===== src/rtl/rtc_pkg.sv =====
// Package: shared constants and helpers for the BCD calendar counter.
// Assumes every field is two packed BCD digits in one byte.
package rtc_pkg;

    localparam int FIELD_W    = 8;
    localparam int NUM_FIELDS = 7;

    // Field index map; the carry chain order follows these indices
    localparam int F_SEC   = 0;
    localparam int F_MIN   = 1;
    localparam int F_HOUR  = 2;
    localparam int F_WDAY  = 3;
    localparam int F_DAY   = 4;
    localparam int F_MONTH = 5;
    localparam int F_YEAR  = 6;

    // Per-field constants, element [NUM_FIELDS-1] first (year ... sec)
    localparam logic [NUM_FIELDS-1:0][FIELD_W-1:0] FIELD_MASK =
        {8'hFF, 8'h1F, 8'h3F, 8'h07, 8'h3F, 8'h7F, 8'h7F};
    localparam logic [NUM_FIELDS-1:0][FIELD_W-1:0] FIELD_LIMIT =
        {8'h99, 8'h12, 8'h31, 8'h07, 8'h23, 8'h59, 8'h59};
    localparam logic [NUM_FIELDS-1:0][FIELD_W-1:0] FIELD_FIRST =
        {8'h00, 8'h01, 8'h01, 8'h01, 8'h00, 8'h00, 8'h00};

    // Two-digit BCD increment; the caller handles wrap at the field limit
    function automatic logic [FIELD_W-1:0] bcd_inc(input logic [FIELD_W-1:0] v);
        logic [FIELD_W-1:0] r;
        if (v[3:0] >= 4'd9) begin
            r = {v[7:4] + 4'd1, 4'd0};
        end else begin
            r = {v[7:4], v[3:0] + 4'd1};
        end
        return r;
    endfunction

endpackage


===== src/rtl/rtc_tick_divider.sv =====
// Module: sub-second divider.
// Counts osc_en pulses and flags the last pulse of each second.
// Assumes osc_en is a single-cycle pulse at the oscillator rate.
// Clear (hold or load) zeroes the count and masks the tick.
module rtc_tick_divider #(
    parameter int DIV_BITS = 15
) (
    input  logic clk,
    input  logic rst_n,
    input  logic osc_en,
    input  logic clear,
    output logic tick
);

    localparam logic [DIV_BITS-1:0] LAST = '1;

    logic [DIV_BITS-1:0] cnt;

    // Tick on the enable that completes a full period
    always_comb begin
        tick = osc_en && !clear && (cnt == LAST);
    end

    // Count enables; the counter wraps to zero on the tick itself
    always_ff @(posedge clk) begin
        if (!rst_n) begin
            cnt <= '0;
        end else if (clear) begin
            cnt <= '0;
        end else if (osc_en) begin
            cnt <= cnt + 1'b1;
        end
    end

endmodule


===== src/rtl/rtc_month_limit.sv =====
// Module: last day of the current month, in BCD.
// Leap test: a two-digit BCD year is divisible by 4 when its ones digit
// is even and bit 1 of that digit equals the tens-digit parity.
// Assumes the month holds a legal BCD value 01..12.
module rtc_month_limit (
    input  logic [7:0] month,
    input  logic       year_tens_lsb,
    input  logic [1:0] year_ones_lo,
    output logic [7:0] last_day
);

    logic leap;

    // Leap flag from the year digits without binary conversion
    always_comb begin
        leap = !year_ones_lo[0] && (year_ones_lo[1] == year_tens_lsb);
    end

    // Month length lookup
    always_comb begin
        case (month)
            8'h02:                      last_day = leap ? 8'h29 : 8'h28;
            8'h04, 8'h06, 8'h09, 8'h11: last_day = 8'h30;
            default:                    last_day = 8'h31;
        endcase
    end

endmodule


===== src/rtl/rtc_bcd_field.sv =====
// Module: one two-digit BCD calendar field.
// Load has priority. An increment at the limit returns to WRAP_VAL and
// raises carry in the same cycle so that the next field advances together.
// Assumes limit and load values are legal BCD for the field.
module rtc_bcd_field #(
    parameter logic [7:0] MASK     = 8'hFF,
    parameter logic [7:0] RST_VAL  = 8'h00,
    parameter logic [7:0] WRAP_VAL = 8'h00
) (
    input  logic       clk,
    input  logic       rst_n,
    input  logic       inc,
    input  logic       load,
    input  logic [7:0] load_val,
    input  logic [7:0] limit,
    output logic [7:0] value,
    output logic       carry
);

    import rtc_pkg::*;

    // Carry out when an increment meets the field limit
    always_comb begin
        carry = inc && (value == limit);
    end

    // Field register: reset, load, wrap or BCD increment
    always_ff @(posedge clk) begin
        if (!rst_n) begin
            value <= RST_VAL;
        end else if (load) begin
            value <= load_val & MASK;
        end else if (carry) begin
            value <= WRAP_VAL;
        end else if (inc) begin
            value <= bcd_inc(value) & MASK;
        end
    end

endmodule


===== src/rtl/bcd_calendar_counter.sv =====
// Module: BCD calendar counter top.
// A divider turns osc_en pulses into a once-per-second tick. The tick
// ripples through seven BCD fields in one combinational carry chain.
// Hold freezes the calendar and clears the divider. Load writes every
// field except seconds, zeroes seconds and restarts the divider.
// Assumes load data are legal BCD; unused bits are masked on entry.
module bcd_calendar_counter #(
    parameter int DIV_BITS = 15
) (
    input  logic       clk,
    input  logic       rst_n,
    input  logic       osc_en,
    input  logic       hold,
    input  logic       load,
    input  logic [7:0] ld_min,
    input  logic [7:0] ld_hour,
    input  logic [7:0] ld_wday,
    input  logic [7:0] ld_day,
    input  logic [7:0] ld_month,
    input  logic [7:0] ld_year,
    output logic [7:0] tm_sec,
    output logic [7:0] tm_min,
    output logic [7:0] tm_hour,
    output logic [7:0] tm_wday,
    output logic [7:0] tm_day,
    output logic [7:0] tm_month,
    output logic [7:0] tm_year
);

    import rtc_pkg::*;

    logic               tick;
    logic               div_clear;
    logic [FIELD_W-1:0] day_last;
    logic               inc   [NUM_FIELDS];
    logic               carry [NUM_FIELDS];
    logic [FIELD_W-1:0] val   [NUM_FIELDS];
    logic [FIELD_W-1:0] lim   [NUM_FIELDS];
    logic [FIELD_W-1:0] ldv   [NUM_FIELDS];

    // Divider clear whenever the calendar is frozen or rewritten
    always_comb begin
        div_clear = hold || load;
    end

    rtc_tick_divider #(
        .DIV_BITS (DIV_BITS)
    ) u_div (
        .clk    (clk),
        .rst_n  (rst_n),
        .osc_en (osc_en),
        .clear  (div_clear),
        .tick   (tick)
    );

    rtc_month_limit u_mlim (
        .month         (val[F_MONTH]),
        .year_tens_lsb (val[F_YEAR][4]),
        .year_ones_lo  (val[F_YEAR][1:0]),
        .last_day      (day_last)
    );

    // Carry chain: weekday and day both advance on the hour wrap
    always_comb begin
        inc[F_SEC]   = tick;
        inc[F_MIN]   = carry[F_SEC];
        inc[F_HOUR]  = carry[F_MIN];
        inc[F_WDAY]  = carry[F_HOUR];
        inc[F_DAY]   = carry[F_HOUR];
        inc[F_MONTH] = carry[F_DAY];
        inc[F_YEAR]  = carry[F_MONTH];
    end

    // Field limits: fixed except day, which follows the month length
    always_comb begin
        for (int i = 0; i < NUM_FIELDS; i++) begin
            lim[i] = FIELD_LIMIT[i];
        end
        lim[F_DAY] = day_last;
    end

    // Load values; seconds always restart from zero
    always_comb begin
        ldv[F_SEC]   = '0;
        ldv[F_MIN]   = ld_min;
        ldv[F_HOUR]  = ld_hour;
        ldv[F_WDAY]  = ld_wday;
        ldv[F_DAY]   = ld_day;
        ldv[F_MONTH] = ld_month;
        ldv[F_YEAR]  = ld_year;
    end

    for (genvar g = 0; g < NUM_FIELDS; g++) begin : g_field
        rtc_bcd_field #(
            .MASK     (FIELD_MASK[g]),
            .RST_VAL  (FIELD_FIRST[g]),
            .WRAP_VAL (FIELD_FIRST[g])
        ) u_field (
            .clk      (clk),
            .rst_n    (rst_n),
            .inc      (inc[g]),
            .load     (load),
            .load_val (ldv[g]),
            .limit    (lim[g]),
            .value    (val[g]),
            .carry    (carry[g])
        );
    end

    // Snapshot outputs
    always_comb begin
        tm_sec   = val[F_SEC];
        tm_min   = val[F_MIN];
        tm_hour  = val[F_HOUR];
        tm_wday  = val[F_WDAY];
        tm_day   = val[F_DAY];
        tm_month = val[F_MONTH];
        tm_year  = val[F_YEAR];
    end

endmodule


===== config.mk =====
export PLATFORM = sky130hd
export DESIGN_NAME = bcd_calendar_counter
export DESIGN_NICKNAME = d
export VERILOG_FILES = /design/src/rtl/rtc_pkg.sv /design/src/rtl/rtc_tick_divider.sv /design/src/rtl/rtc_month_limit.sv /design/src/rtl/rtc_bcd_field.sv /design/src/rtl/bcd_calendar_counter.sv
export SDC_FILE = /design/constraint.sdc
export NUM_CORES = 1
export LEC_CHECK = 0
export BUFFER_PORTS_ARGS = -buffer_cell sky130_fd_sc_hd__clkbuf_2
export CORE_MARGIN = 2
export CORE_UTILIZATION = 53
export CTS_CLUSTER_DIAMETER = 100
export DETAILED_ROUTE_END_ITERATION = 6
export GPL_TIMING_DRIVEN = 0
export HOLD_SLACK_MARGIN = 0.05
export PLACE_DENSITY = 0.85
export SETUP_SLACK_MARGIN = 0.05
export SLEW_MARGIN = 20
export SYNTH_ARGS = -nofsm -noshare
export SYNTH_HDL_FRONTEND = slang
export SYNTH_SLANG_ARGS = --single-unit

===== constraint.sdc =====
create_clock -name clk -period 3.6 [get_ports clk]
set_clock_uncertainty 0.15 [all_clocks]
set_input_delay 0.18 -clock clk [delete_from_list [all_inputs] [get_ports clk]]
set_output_delay 0.18 -clock clk [all_outputs]
set_load 0.01 [all_outputs]

==> metrics.txt <==
outcome finished, final reports clean; NumNets Final 683; die height 88.2 microns; DRC Markers 0; DR vias 4047; vias in the first global route 3669; Hold Crit Start ld_day[2]; largest net degree at the start of global routing 12; Setup TNS 0 ns; Rows 30; clk buf depth 2; fillers 562; worst r2r src g_field[2].u_field.value[0]$_SDFFE_PN0P_; Post-DRT Antenna Nets 0; Setup crit end kind flop; total power 1510 uW; TritonCTS clock tree done; max_cap viols 0; final worst path period share 87.0%; Num CTS Buffers 9; reg-to-reg setup timing slack 0.47 ns; RSZ-0062 raised after global routing false; Post-Syn Area 3750 sq um; PortBufs 79; worst hold stages 4; Final Hold Vio Count 0; GRT overflow 0; clock sink count 57; Root Buffer Master clkbuf_8; Core Region 6830 sq um; library cells used by synthesis 62; fin crit period 3.13 ns; leakage 0.00207 uW; Initial DRC Count 321; die width 88.2 microns; synth-to-layout area growth 27.9%; Synth Warn # 0; DR vias/cell 5.78; number of flops mapped to enable cells by yosys 0; Pwr Density 314 nW/um^2; syn_area_per_cell 8.06 sq um; CTS H-tree depth 3; worst r2r path cells 7; WS Path Type flop to flop; setup slack after layout 0.469 ns; critical path arrival 3.23 ns; Post-CTS Resized 0; crit-path max FO 10; worst slew pin tran 0.863 ns; Async SR Flop Fraction 0%; final RePlAce weighted congestion 0.894; hold path endpoint g_field[4].u_field.value[2]$_SDFFE_PN0P_; length of the first detailed-routing pass in iterations 5; Antenna diodes 0; routed wire length 11000 microns; pins over their slew limit 0; fmax 319 MHz; wire per inst 15.7 microns; top_reg_cell synth dfxtp_1; HP Class input pin to flop; hpwl dp 7460 microns; post-placement cell count 654; layout cells sized above 1 20.4%; GR Util All Layers 28.6%; Final Cell Area 4800 sq um; worst-skew pair later-pin latency 0.35 ns; DIE AREA 7770 sq um; Synth Register Bits 57; fin cells 700; antenna violations before repair 0; first-pass GRT wire length 17300 microns; Crit path required time 3.70 ns; Worst R2R End g_field[3].u_field.value[1]$_SDFFE_PN0P_; Placed Area 4320 sq um; Gate Count Post-Synth 466; sequential share of the synthesized area 30.4%; slew margin rel. 41.7%; num ports 109; Worst-path clk slew 0.06 ns; kind of start point of the critical path flop; DP Worst Slack 0.632 ns; Max VDD drop 0.191 mV; Worst Setup SP g_field[2].u_field.value[0]$_SDFFE_PN0P_; Final setup viols 0; Initial Util 55.0%
==> registers in the layout (all words and copies together), names as in the netlist <==
name and count:
g_field.u_field.value 42, u_div.cnt 15
==> critical path, stage by stage, from the launching register on <==
cell and delay [ns]:
dfxtp_1 0.47, ha_1 0.25, nand2b_1 0.09, or3b_2 0.54
nor4_2 0.64, clkbuf_1 0.41, nand3b_1 0.17, a311oi_1 0.31
==> worst max-delay path by stage <==
stage | end | slack [ns] | cells past startpoint
final | g_field[3].u_field.value[1]$_SDFFE_PN0P_ | 0.47 | 7
after detailed placement | g_field[3].u_field.value[1]$_SDFFE_PN0P_ | 0.63 | 7
after floorplan | g_field[3].u_field.value[1]$_SDFFE_PN0P_ | 1.12 | 7
after global routing | g_field[3].u_field.value[1]$_SDFFE_PN0P_ | 0.37 | 7
after global placement | g_field[3].u_field.value[1]$_SDFFE_PN0P_ | 0.75 | 7
after CTS | g_field[3].u_field.value[1]$_SDFFE_PN0P_ | 0.51 | 7
==> synthesized netlist by cell type (all sizes together) (3+ instances only) <==
library cell | count | area [sq um]
nor4b | 3 | 32.5
nor2b | 5 | 31.3
nor2 | 58 | 218
nand4b | 3 | 26.3
a211oi | 5 | 37.5
ha | 29 | 363
and2 | 4 | 25.0
and3 | 4 | 25.0
a21boi | 4 | 30.0
or2 | 4 | 25.0
nand3 | 21 | 105
a21oi | 19 | 95.1
xnor2 | 7 | 61.3
mux2i | 8 | 80.1
nand2 | 30 | 113
nand4 | 13 | 111
buf | 19 | 139
o21a | 4 | 30.0
nor4 | 3 | 25.0
nand3b | 4 | 30.0
o21ai | 29 | 145
a31oi | 10 | 62.6
clkbuf | 15 | 56.3
inv | 24 | 90.1
nor3 | 12 | 71.3
nand2b | 6 | 37.5
a311oi | 4 | 41.3
and4 | 3 | 26.3
or3 | 15 | 93.8
xor2 | 12 | 105
dfxtp | 57 | 1140
==> power breakdown <==
group | internal [uW] | switching [uW] | leakage (uW)
clock | 281 | 246 | 0.0000826
combinational | 130 | 149 | 0.00152
sequential | 658 | 41.4 | 0.000467
total | 1070 | 437 | 0.00207
==> per-stage QoR <==
stage / utilization (%) / hold slack (ns)
after floorplan: - / 0.158
after global placement: 63.2 / 0.250
after detailed placement: 63.2 / 0.252
after CTS: 70.3 / 0.0567
after global routing: 70.3 / 0.0705
final: 70.3 / 0.0558
==> layout make-up <==
class	instances	area, sq um	share of cell area [%]
multi-input combinational	364	2380	49.5
sequential	57	1140	23.8
timing repair buffer	111	716	14.9
buffer	34	195	4.06
clock buffer	14	163	3.39
tap	96	120	2.50
inverter	24	90.1	1.88
==> cells in the final DEF (no fill, tap or decap), types with 5 or more instances in the layout <==
master	count
a211oi_1	5
a21oi_1	19
a31oi_1	10
buf_4	15
clkbuf_1	18
clkbuf_2	79
clkbuf_8	11
conb_1	14
dfxtp_1	57
dlygate4sd3_1	32
ha_1	29
inv_1	24
mux2i_1	8
nand2_1	30
nand2b_1	6
nand3_1	21
nand4_1	11
nor2_1	58
nor2b_1	5
nor3_1	11
o21ai_0	29
or3_1	15
xnor2_1	7
xor2_1	12
==> logic make-up (layout without fill, tap and decap cells) <==
family | after synthesis | in the layout | synth area share, %
XOR/XNOR | 19 | 19 | 4.43
AO/OA/AOI/OAI | 96 | 96 | 16.5
adder cells (fa/ha/maj) | 29 | 29 | 9.66
flip-flops | 57 | 57 | 30.4
other | 1 | 14 | 0.0999
AND/OR/NAND/NOR | 197 | 197 | 28.9
multiplexers | 9 | 9 | 2.43
buffers and inverters | 58 | 183 | 7.60
==> per-layer routing <==
layer	up-vias	GRT usage, %	share of wire (%)
met5	-	0	0
met4	0	12.9	2.4
met3	27	5.47	8.8
met2	246	47.4	48
met1	1857	36.2	41
li1	1917	-	-
==> timing repair <==
action	4_1_cts	5_1_grt
buffers inserted	0	0
endpoints found under the hold margin	32	0
hold buffers	32	0
No activity file was read; power rests on OpenSTA's default activity.
